## src/rtl/txcm_pkg.sv

```systemverilog
package txcm_pkg;
  localparam int DL_W = 8;

  // Count of ticks since start, one bit wider than the deadline so it can
  // pass the deadline and stop there.
  function automatic logic [DL_W:0] sat_inc(input logic [DL_W:0] v);
    return (&v) ? v : v + 1'b1;
  endfunction

  // The tick at which carrier is due is the one whose prior count equals D.
  function automatic logic tick_is_due(input logic [DL_W:0] cnt,
                                       input logic [DL_W-1:0] dl);
    return cnt == {1'b0, dl};
  endfunction
endpackage

```

## src/rtl/txcm_deadline.sv

```systemverilog
module txcm_deadline
  import txcm_pkg::*;
(
  input  logic            clk,
  input  logic            rst_n,
  input  logic            start,
  input  logic            tx_active,
  input  logic            bit_tick,
  input  logic            seen_now,
  input  logic [DL_W-1:0] deadline,
  output logic            miss
);
  logic [DL_W:0] cnt, cnt_cur;
  logic          tick_run;

  assign cnt_cur  = start ? '0 : cnt;
  assign tick_run = tx_active & bit_tick;
  assign miss     = tick_run & tick_is_due(cnt_cur, deadline) & ~seen_now;

  always_ff @(posedge clk or negedge rst_n) begin
    if (!rst_n)
      cnt <= '0;
    else if (tick_run)
      cnt <= sat_inc(cnt_cur);
    else if (start)
      cnt <= '0;
  end

  // a miss can only be declared on a counted tick of an active frame
  a_r2_miss_on_tick: assert property (@(posedge clk) disable iff (!rst_n)
    miss |-> (bit_tick && tx_active && !seen_now));
endmodule

```

## src/rtl/txcm_track.sv

```systemverilog
module txcm_track (
  input  logic clk,
  input  logic rst_n,
  input  logic start,
  input  logic tx_active,
  input  logic tx_q,
  input  logic carrier,
  output logic seen_now,
  output logic drop_evt,
  output logic unseen_end
);
  logic seen, seen_prev;

  assign seen_prev  = start ? 1'b0 : seen;
  assign seen_now   = seen_prev | (tx_active & carrier);
  assign drop_evt   = tx_active & seen_prev & ~carrier;
  assign unseen_end = tx_q & ~tx_active & ~seen;

  always_ff @(posedge clk or negedge rst_n) begin
    if (!rst_n)
      seen <= 1'b0;
    else if (tx_active)
      seen <= seen_now;
  end

  // an early drop is only ever declared while the frame is still active
  a_r4_drop_in_frame: assert property (@(posedge clk) disable iff (!rst_n)
    drop_evt |-> (tx_active && !carrier));
endmodule

```

## src/rtl/txcm_report.sv

```systemverilog
module txcm_report (
  input  logic clk,
  input  logic rst_n,
  input  logic start,
  input  logic port_sel,
  input  logic miss,
  input  logic drop_evt,
  input  logic unseen_end,
  input  logic frame_done,
  output logic err_pend,
  output logic armed,
  output logic lcar_err,
  output logic status_vld
);
  logic err_n, armed_cur;

  assign err_n     = (start ? 1'b0 : err_pend) | miss | drop_evt | unseen_end;
  assign armed_cur = start ? port_sel : armed;

  always_ff @(posedge clk or negedge rst_n) begin
    if (!rst_n) begin
      err_pend   <= 1'b0;
      armed      <= 1'b0;
      lcar_err   <= 1'b0;
      status_vld <= 1'b0;
    end else begin
      err_pend   <= err_n;
      armed      <= armed_cur;
      status_vld <= frame_done;
      if (start)
        lcar_err <= 1'b0;
      else if (frame_done)
        lcar_err <= armed_cur & err_n;
    end
  end

  // the verdict may only rise in the report cycle
  a_r5_rise_at_report: assert property (@(posedge clk) disable iff (!rst_n)
    $rose(lcar_err) |-> (status_vld && $past(frame_done)));
  // the valid pulse follows frame completion by one cycle
  a_r5_vld_after_done: assert property (@(posedge clk) disable iff (!rst_n)
    status_vld |-> $past(frame_done));
  // a frame begun on a deselected port never reports an error
  a_r6_desel_quiet: assert property (@(posedge clk) disable iff (!rst_n)
    (status_vld && !armed) |-> !lcar_err);
  // the verdict is cleared by each new transmission
  a_r7_clear_on_start: assert property (@(posedge clk) disable iff (!rst_n)
    start |=> !lcar_err);
endmodule

```

## src/rtl/txcar_monitor.sv

```systemverilog
module txcar_monitor
  import txcm_pkg::*;
(
  input  logic            clk,
  input  logic            rst_n,
  input  logic            port_sel,
  input  logic            tx_active,
  input  logic            bit_tick,
  input  logic            carrier,
  input  logic            frame_done,
  input  logic [DL_W-1:0] deadline,
  output logic            lcar_err,
  output logic            status_vld
);
  logic tx_q, start;
  logic seen_now, drop_evt, unseen_end, miss;
  logic err_pend, armed;

  always_ff @(posedge clk or negedge rst_n) begin
    if (!rst_n) tx_q <= 1'b0;
    else        tx_q <= tx_active;
  end
  assign start = tx_active & ~tx_q;

  txcm_track u_track (
    .clk(clk), .rst_n(rst_n), .start(start), .tx_active(tx_active),
    .tx_q(tx_q), .carrier(carrier), .seen_now(seen_now),
    .drop_evt(drop_evt), .unseen_end(unseen_end)
  );

  txcm_deadline u_dl (
    .clk(clk), .rst_n(rst_n), .start(start), .tx_active(tx_active),
    .bit_tick(bit_tick), .seen_now(seen_now), .deadline(deadline),
    .miss(miss)
  );

  txcm_report u_rep (
    .clk(clk), .rst_n(rst_n), .start(start), .port_sel(port_sel),
    .miss(miss), .drop_evt(drop_evt), .unseen_end(unseen_end),
    .frame_done(frame_done), .err_pend(err_pend), .armed(armed),
    .lcar_err(lcar_err), .status_vld(status_vld)
  );

  // a deadline miss is latched into the pending error
  a_r2_miss_latched: assert property (@(posedge clk) disable iff (!rst_n)
    miss |=> err_pend);
  // an early drop is latched into the pending error
  a_r4_drop_latched: assert property (@(posedge clk) disable iff (!rst_n)
    drop_evt |=> err_pend);
  // a frame ending with no carrier seen is latched as an error
  a_r3_unseen_latched: assert property (@(posedge clk) disable iff (!rst_n)
    unseen_end |=> err_pend);
endmodule

```

## config.mk

```make
export PLATFORM = sky130hd
export DESIGN_NAME = txcar_monitor
export DESIGN_NICKNAME = d
export VERILOG_FILES = /design/src/rtl/txcm_pkg.sv /design/src/rtl/txcm_deadline.sv /design/src/rtl/txcm_track.sv /design/src/rtl/txcm_report.sv /design/src/rtl/txcar_monitor.sv
export SDC_FILE = /design/constraint.sdc
export NUM_CORES = 1
export LEC_CHECK = 0
export ABC_AREA = 1
export BUFFER_PORTS_ARGS = -buffer_cell sky130_fd_sc_hd__buf_2
export CORE_UTILIZATION = 55
export CTS_CLUSTER_DIAMETER = 200
export DETAILED_ROUTE_END_ITERATION = 6
export PLACE_DENSITY = 0.83
export SYNTH_ARGS = -nofsm -noshare
export SYNTH_HDL_FRONTEND = slang
export SYNTH_SLANG_ARGS = --single-unit
```

## constraint.sdc

```tcl
create_clock -name clk -period 4.7 [get_ports clk]
set_clock_uncertainty 0.1 [all_clocks]
set_input_delay 0.705 -clock clk [delete_from_list [all_inputs] [get_ports clk]]
set_output_delay 0.705 -clock clk [all_outputs]
set_load 0.03 [all_outputs]
```

==> results of run 1 <==
-- worst min-delay path by stage --
stage                                 to  slack [ns]  cells past startpoint
final                               tx_q        0.21                      1
after global routing      u_rep.err_pend        0.22                      1
after CTS                 u_rep.err_pend        0.22                      1
after detailed placement  u_rep.err_pend        0.38                      2
after global placement    u_rep.err_pend        0.38                      2
after floorplan                     tx_q        0.31                      0
-- state kept, by name (all words and copies together) (netlist names) --
register	count
tx_q	1
u_rep.armed	1
u_rep.err_pend	1
u_rep.status_vld	1
u_dl.cnt	9
u_rep.lcar_err	1
u_track.seen	1
-- cell type report --
class / count / area, sq um
multi-input combinational: 96 / 475
inverter: 22 / 82.6
timing repair buffer: 16 / 80.1
tap: 16 / 20.0
sequential: 15 / 375
fill: 130 / 498
clock buffer: 3 / 22.5
clock inverter: 1 / 5.00
-- routing by layer --
layer | vias to the layer above | global-route usage [%] | wire length [um]
met5 | - | 0 | 0
met2 | 23 | 44.2 | 1000
met1 | 420 | 26.1 | 877
met4 | 0 | 14.4 | 48
met3 | 6 | 5.42 | 86
li1 | 454 | - | -
-- critical path, cell delays in order --
cell and delay (ns):
buf_2 0.15, nand2_4 0.20, nand2_1 0.16, inv_1 0.11, ha_1 0.18, nand2_1 0.06
inv_1 0.08, nand2_1 0.08, nor3_2 0.18, nand3_2 0.17, nand2_1 0.13, xor2_1 0.15
-- cells by family (layout without fill, tap and decap cells) --
kind of cell    after synthesis  after routing  synth area share, %
compound gates                5              5                 3.71
xor+xnor                      4              4                 3.71
fa+ha+maj                     1              1                 1.32
buf+inv                      23             42                 9.93
flops                        15             15                 39.7
simple gates                 86             86                 41.6
-- cell usage after synthesis --
master / n
inv_2: 1
inv_1: 21
dfrtp_1: 15
nand2_1: 50
nand3_1: 14
a21boi_2: 1
nor2_2: 1
buf_6: 1
ha_1: 1
nor3b_1: 1
or2_2: 1
nor3_1: 2
nand3_2: 1
xor2_1: 2
nand3b_1: 2
nand2_2: 2
nand2_4: 1
a32oi_1: 1
xnor2_1: 2
nand4_1: 1
nor3_2: 2
nor2_1: 8
o21ai_0: 2
a21oi_1: 1
-- power groups by stage --
stage / logic, mW / clock network, mW / registers [mW]
2_1_floorplan: 0.0358 / 0 / 0.149
3_3_place_gp: 0.0539 / 0 / 0.148
3_5_place_dp: 0.0556 / 0 / 0.149
4_1_cts: 0.0562 / 0.0748 / 0.146
5_1_grt: 0.0624 / 0.0802 / 0.147
6_report: 0.0562 / 0.0750 / 0.146
-- metrics by stage --
stage / area [sq um] / util [%] / hold WS [ns] / worst slack (ns) / power, mW
finish: 1060 / 68.1 / 0.206 / 2.46 / 0.277
detailed placement: 1030 / 66.3 / 0.376 / 2.23 / 0.204
global placement: 1030 / 66.3 / 0.378 / 2.36 / 0.202
CTS: 1060 / 68.1 / 0.220 / 2.50 / 0.277
global route: 1060 / 68.1 / 0.223 / 2.29 / 0.289
floorplan: 945 / - / 0.309 / 2.70 / 0.185
==> results.json, run 1 <==
{
  "gr-total-overflow": 0,
  "syn_inst": 134,
  "post_drt_wl_per_cell_um": 11.9,
  "dp.cells": 165,
  "layout_commonest_cell": "nand2_1",
  "core_area_sq_mm": 0.00156,
  "antenna_found_initial": 0,
  "avgViaCountPerCell": 5.34,
  "setup_viol": 0,
  "drv_slew": 0,
  "vias": 903,
  "syn_area_per_cell_sq_um": 7.05,
  "status": "complete, but fails checks",
  "cts_resized": 0,
  "first_iter_violations": 22,
  "rows": 14,
  "final-hold-violation-count": 0,
  "worstRegToRegCells": 12,
  "comb_power_share_pct": 20.3,
  "critPathLaunch": "tx_active",
  "slew_headroom_pct": 76.8,
  "rr_endpoint": "u_dl.cnt[5]",
  "final_cell_mix": "50 x nand2_1, 21 x inv_1, 16 x buf_2",
  "crit_required_ns": 4.81,
  "critPathCapture": "u_dl.cnt[5]",
  "hold_path.class": "in2async",
  "groute.usage.overall_pct": 24.5,
  "synth.top_cell.area_share_pct": 39.7,
  "dr.pass1.iters": 6,
  "die_area_sq_mm": 0.00189,
  "r2r-start": "tx_q",
  "drt_wl_total_mm": 2.01,
  "ys_ff_latch": 15,
  "layoutNonFillerInstCount": 169,
  "root_buffer": "clkbuf_4",
  "route.detailed.drc": 2,
  "cts_setup_buffers": 0,
  "cts_sinks": 15,
  "finalCritPeriodShare_pct": 47.7,
  "violations": "design-rule violations",
  "crit_fanout": 18,
  "start_util_pct": 60.6,
  "final_nets": 170,
  "intPower_uw": 193,
  "rsz0062_at_grt": "false",
  "cts_tree": "yes",
  "ys_types": 24,
  "pwr-share-clk_pct": 27.1,
  "crit_arrival_ns": 2.36,
  "grt_max_degree": 19,
  "final_antenna_net_count": 0,
  "seqPwrFrac_pct": 52.7,
  "cts_buffers": 3,
  "p_per_area_mw_per_mm2": 261,
  "worst_slew_pin_slew_ns": 0.349,
  "p_sw_uw": 84.2,
  "synth_area_leader_cell": "dfrtp_1",
  "die_w_um": 43.4,
  "syn_area_sq_um": 945,
  "io_pins": 17,
  "ys_warn_count": 0,
  "timing.fmax_mhz": 446,
  "drive_above_1_share_pct": 19.6,
  "setup.worst_path.start_class": "input pin",
  "ys_seq_area_share_pct": 39.7,
  "critPathKind": "in2reg",
  "synth_nets": 150,
  "clk_path_buf_depth": 2,
  "cap_violations": 0,
  "clk_pin_slew_ns": 0.09,
  "grt_pass1_wl_mm": 3.42,
  "clock_latency_ns": 0.29,
  "htree_num_levels": 1,
  "sw_frac_of_total_pct": 30.4,
  "regToRegSetupSlack_ns": 2.58,
  "min_period_ns": 2.24,
  "leakage_nw": 0.624,
  "die_h_um": 43.4,
  "setup_tns_ns": 0,
  "place.port_buffers": 16,
  "hpwl_mm": 1.55,
  "diodes": 0,
  "routabilityCongestion": 0.844,
  "hold_buffers": 0,
  "synth.area.top_cells": "dfrtp_1 40%, nand2_1 20%, inv_1 8.3%",
  "ir_drop_mv": 0.179,
  "syn_to_final_growth_pct": 12.3,
  "grt_pass1_vias": 890,
  "crit_path_end_kind": "flip-flop"
}
Note: power is estimated with default switching activity, not from simulation.
==> run 2: changes to the inputs <==
- ABC_AREA: 1 -> 0
- CORE_UTILIZATION: 55 -> 48
- PLACE_DENSITY: 0.83 -> 0.77
- clock period: 4.7 -> 2.05 ns (I/O delays scaled with it)
==> results.json, run 2 <==
{
  "cts_setup_buffers": 0,
  "fin_worst_hold_slack_ns": 0.0696,
  "rows": 15,
  "worst_slew_pin_slew_ns": 0.382,
  "syn_area_sq_um": 946,
  "synthFlopType": "dfrtp_1",
  "setup_tns_ns": 0,
  "gr-total-overflow": 0,
  "route.detailed.drc": 0,
  "seqPwrFrac_pct": 51.7,
  "routabilityCongestion": 0.846,
  "syn_area_per_cell_sq_um": 9.46,
  "largest_reg_flops": 9,
  "cts_resized": 0,
  "crit_path_cell_trace": "nand2b_4 -> and2_1 -> ha_1 -> nand2_1 -> nor4_4 -> a21oi_2 -> mux2_4",
  "critPathKind": "reg2reg",
  "crit_fanout": 4,
  "cp_slowest_stage_delay_ns": 0.39,
  "regMostFlops": "u_dl.cnt",
  "layout_setup_ws_ns": 0.128,
  "hold_path.class": "in2reg",
  "ys_async_sr_fraction_pct": 100,
  "final_util_pct": 61.8,
  "p_sw_uw": 206,
  "grt_pass1_wl_mm": 3.13,
  "synth_area_leader_cell": "dfrtp_1",
  "avgViaCountPerCell": 5.53,
  "core_area_sq_mm": 0.00178,
  "cts_buffers": 3,
  "cap_violations": 0,
  "ys_ff_latch": 15,
  "rsz0062_at_grt": "false",
  "cts_tree": "yes",
  "hold_buffers": 1,
  "die_w_um": 46.4,
  "crit_arrival_ns": 2.01,
  "first_iter_violations": 9,
  "die_h_um": 46.4,
  "synth.top_cell.area_share_pct": 39.7,
  "crit_path_end_kind": "flip-flop",
  "syn_inst": 100,
  "comb_power_share_pct": 22.4,
  "ys_seq_area_share_pct": 39.7,
  "hpwl_mm": 1.55,
  "start_util_pct": 53.1,
  "leakage_nw": 0.482,
  "setup.worst_path.start_class": "flip-flop",
  "final_nets": 139,
  "io_pins": 17,
  "synthTopCellsByCount": "15 x dfrtp_1, 15 x nand2_1, 12 x nor2_1",
  "pwr-share-clk_pct": 25.9,
  "setup_viol": 0,
  "slew_headroom_pct": 74.4,
  "finalCritPeriodShare_pct": 93.7,
  "layout_commonest_cell": "buf_2",
  "cts_sinks": 15,
  "clk_pin_slew_ns": 0.09,
  "diodes": 0,
  "clk_path_buf_depth": 2,
  "timing.fmax_mhz": 520,
  "groute.usage.overall_pct": 21.2,
  "final_antenna_net_count": 0,
  "synth.area.top_cells": "dfrtp_1 40%, nand2_1 6.0%, xnor2_1 5.6%",
  "root_buffer": "clkbuf_4",
  "status": "finished, final reports clean",
  "synth_edf_count": 0,
  "crit_required_ns": 2.14,
  "drive_above_1_share_pct": 24.6,
  "sw_frac_of_total_pct": 30.4,
  "drv_slew": 0,
  "htree_num_levels": 1,
  "place.port_buffers": 16,
  "place_ws_ns": 0.0965,
  "min_period_ns": 1.92,
  "grt_max_degree": 16,
  "crit_slowest_cell": "dfrtp_1",
  "post_drt_wl_per_cell_um": 13.7,
  "dr.pass1.iters": 4,
  "intPower_uw": 470,
  "ir_drop_mv": 0.380,
  "synth_nets": 116,
  "p_per_area_mw_per_mm2": 614,
  "clock_latency_ns": 0.29,
  "grt_pass1_vias": 748,
  "die_area_sq_mm": 0.00215,
  "antenna_found_initial": 0,
  "vias": 813,
  "final_cell_mix": "16 x buf_2, 15 x nand2_1, 15 x dfrtp_1",
  "ys_types": 34,
  "ys_warn_count": 0,
  "syn_to_final_growth_pct": 16.4,
  "final-hold-violation-count": 0,
  "drt_wl_total_mm": 2.01
}
## run 2: cell types whose count changed after synthesis, sizes merged, moves of 4 or more
cell,change
nand2,-37
inv,-20
nand3,-11
a31oi,+4
xnor2,+4
## run 2: metrics by stage
step,power [mW],area [sq um],instances
after CTS,0.678,1100,147
after global routing,0.724,1100,147
final,0.676,1100,147
after detailed placement,0.505,1060,142
after global placement,0.494,1060,142
after floorplan,0.449,953,100
## run 2: worst paths after layout
| kind | from | end | slack [ns] | cells after the start |
|---|---|---|---|---|
| max | tx_q | u_dl.cnt[1] | 0.13 | 7 |
| min | frame_done | u_rep.status_vld | 0.07 | 1 |
| max reg2reg | tx_q | u_dl.cnt[1] | 0.13 | 7 |
| min reg2reg | u_rep.armed | u_rep.armed | 0.44 | 2 |
| max in group asynchronous | rst_n | u_rep.lcar_err | 1.25 | 2 |
| min in group asynchronous | rst_n | u_dl.cnt[2] | 0.34 | 2 |
## run 2: cells by family after synthesis
family	share of synthesized area (%)
multiplexers	2.65
flip-flops	39.7
AND/OR/NAND/NOR	29.1
adder cells (fa/ha/maj)	1.32
XOR/XNOR	8.33
AO/OA/AOI/OAI	15.7
buffers and inverters	3.17
## run 2: area by class of cell
cell class	instances	area (sq um)
fill	147	682
multi-input combinational	81	548
sequential	15	375
timing repair buffer	20	113
tap	25	31.3
clock buffer	4	26.3
inverter	2	7.51
## run 2: per-layer routing
metal / global-route usage, % / up-vias / share of wire, % / wire [um]
met5: 0 / - / 0 / 0
met4: 4.71 / 0 / 0.45 / 9
met3: 8.24 / 2 / 3.8 / 77
met2: 36.9 / 15 / 51 / 1030
met1: 24.1 / 392 / 44 / 887
li1: - / 404 / - / -
## run 2: power by group through the flow
stage / combinational [mW] / sequential [mW] / clock, mW
3_3_place_gp: 0.140 / 0.353 / 0
4_1_cts: 0.153 / 0.349 / 0.176
5_1_grt: 0.170 / 0.354 / 0.200
6_report: 0.151 / 0.349 / 0.175
2_1_floorplan: 0.0945 / 0.355 / 0
3_5_place_dp: 0.150 / 0.355 / 0
## run 2: critical path: cells and delay by family, from the launching register on
| kind | cells | cell delay, ns |
|---|---|---|
| AND/OR/NAND/NOR | 4 | 0.54 |
| flip-flops | 1 | 0.39 |
| AO/OA/AOI/OAI | 1 | 0.26 |
| multiplexers | 1 | 0.32 |
| adder cells (fa/ha/maj) | 1 | 0.20 |
==> run 3: changes to the inputs <==
- CORE_ASPECT_RATIO: not set -> 1.25
- GPL_TIMING_DRIVEN: not set -> 0
==> results.json, run 3 (synthesis gave the netlist of run 2 again) <==
{
  "post_drt_wl_per_cell_um": 14.5,
  "hpwl_mm": 1.47,
  "crit_path_end_kind": "flip-flop",
  "ir_drop_mv": 0.432,
  "groute.usage.overall_pct": 20.2,
  "layoutNonFillerInstCount": 144,
  "setup_viol": 0,
  "critPathKind": "reg2reg",
  "grt_pass1_vias": 846,
  "largest_reg_flops": 9,
  "crit_fanout": 8,
  "final-hold-violation-count": 0,
  "rows": 17,
  "die_w_um": 41.7,
  "fin_worst_hold_slack_ns": 0.0724,
  "clk_pin_slew_ns": 0.09,
  "cts_tree": "yes",
  "die_h_um": 51.6,
  "setup_tns_ns": 0,
  "slew_headroom_pct": 71.7,
  "syn_to_final_growth_pct": 19.3,
  "io_pins": 17,
  "diodes": 0,
  "rsz0062_at_grt": "false",
  "status": "finished, final reports clean",
  "cts_buffers": 3,
  "layout_commonest_cell": "buf_2",
  "drv_slew": 0,
  "core_area_sq_mm": 0.00181,
  "crit_required_ns": 2.12,
  "avgViaCountPerCell": 5.88,
  "crit_arrival_ns": 2.01,
  "hold_path.class": "in2reg",
  "leakage_nw": 0.498,
  "routabilityCongestion": 0.838,
  "drive_above_1_share_pct": 29.6,
  "place.port_buffers": 16,
  "grt_pass1_wl_mm": 3.31,
  "antenna_found_initial": 0,
  "place_ws_ns": -0.195,
  "final_cell_mix": "16 x buf_2, 14 x nand2_1, 14 x dfrtp_1",
  "root_buffer": "clkbuf_4",
  "start_util_pct": 52.3,
  "route.detailed.drc": 0,
  "cts_sinks": 15,
  "grt_max_degree": 16,
  "regMostFlops": "u_dl.cnt",
  "worst_slew_pin_slew_ns": 0.423,
  "first_iter_violations": 22,
  "vias": 847,
  "drt_wl_total_mm": 2.10,
  "dr.pass1.iters": 4,
  "gr-total-overflow": 0,
  "timing.fmax_mhz": 516,
  "min_period_ns": 1.94,
  "htree_num_levels": 1,
  "setup.worst_path.start_class": "flip-flop",
  "dp.cells": 135,
  "cap_violations": 0,
  "layout_setup_ws_ns": 0.113,
  "final_antenna_net_count": 0,
  "clock_latency_ns": 0.28,
  "final_nets": 142,
  "finalCritPeriodShare_pct": 94.5,
  "die_area_sq_mm": 0.00215,
  "p_per_area_mw_per_mm2": 596,
  "clk_path_buf_depth": 2
}
## run 3: what timing repair did
action	CTS	global route
endpoints found under the hold margin	15	0
buffers inserted	3	2
hold buffers	1	0
setup endpoints to repair	9	5
gates cloned	0	0
pin swaps	3	1
gates resized for setup	4	0
## run 3: worst max-delay path: stages (launching register included)
cell and delay [ns]:
dfrtp_2 0.37, nand2b_4 0.17, and2_1 0.17, ha_2 0.19, nand2_2 0.08, nor4_4 0.26
buf_4 0.18, a211oi_2 0.06, xnor2_1 0.19, nor2_1 0.07
## run 3: path summary, 6_finish.rpt
path	from	to	slack, ns	depth (start not counted)
min in group asynchronous	rst_n	u_rep.armed	0.36	2
max in group asynchronous	rst_n	tx_q	1.22	2
worst min-delay path	frame_done	u_rep.status_vld	0.07	1
worst max-delay path	tx_q	u_dl.cnt[5]	0.11	9
worst min register to register	u_rep.armed	u_rep.armed	0.43	2
worst max register to register	tx_q	u_dl.cnt[5]	0.11	9
## run 3: area by class of cell
type	count	area, sq um
Buffer	1	11.3
Multi-Input combinational cell	81	556
Tap cell	19	23.8
Timing Repair Buffer	22	128
Clock buffer	4	26.3
Sequential cell	15	377
Fill cell	165	679
Inverter	2	7.51
## run 3: power breakdown
group / switching, mW / internal, mW / total [mW] / leakage (nW)
logic: 0.0755 / 0.0778 / 0.153 / 0.289
clock network: 0.0930 / 0.0755 / 0.168 / 0.0150
registers: 0.0282 / 0.322 / 0.350 / 0.194
total: 0.197 / 0.475 / 0.672 / 0.498
## run 3: metrics by stage
| stage | area (sq um) | power, mW | util, % |
|---|---|---|---|
| 6_report | 1130 | 0.672 | 62.4 |
| 5_1_grt | 1130 | 0.711 | 62.4 |
| 4_1_cts | 1110 | 0.675 | 61.6 |
| 3_5_place_dp | 1060 | 0.500 | 58.5 |
| 3_3_place_gp | 1060 | 0.493 | 58.5 |
| 2_1_floorplan | 953 | 0.449 | - |
## run 3: per-layer routing
layer / vias to the layer above / share of wire [%] / GRT usage [%] / routed length (um)
met5: - / 0 / 0 / 0
met4: 0 / 1.8 / 9.68 / 38
met3: 6 / 4.8 / 3.47 / 100
met2: 31 / 54 / 40.9 / 1140
met1: 402 / 39 / 19.2 / 817
li1: 408 / - / - / -
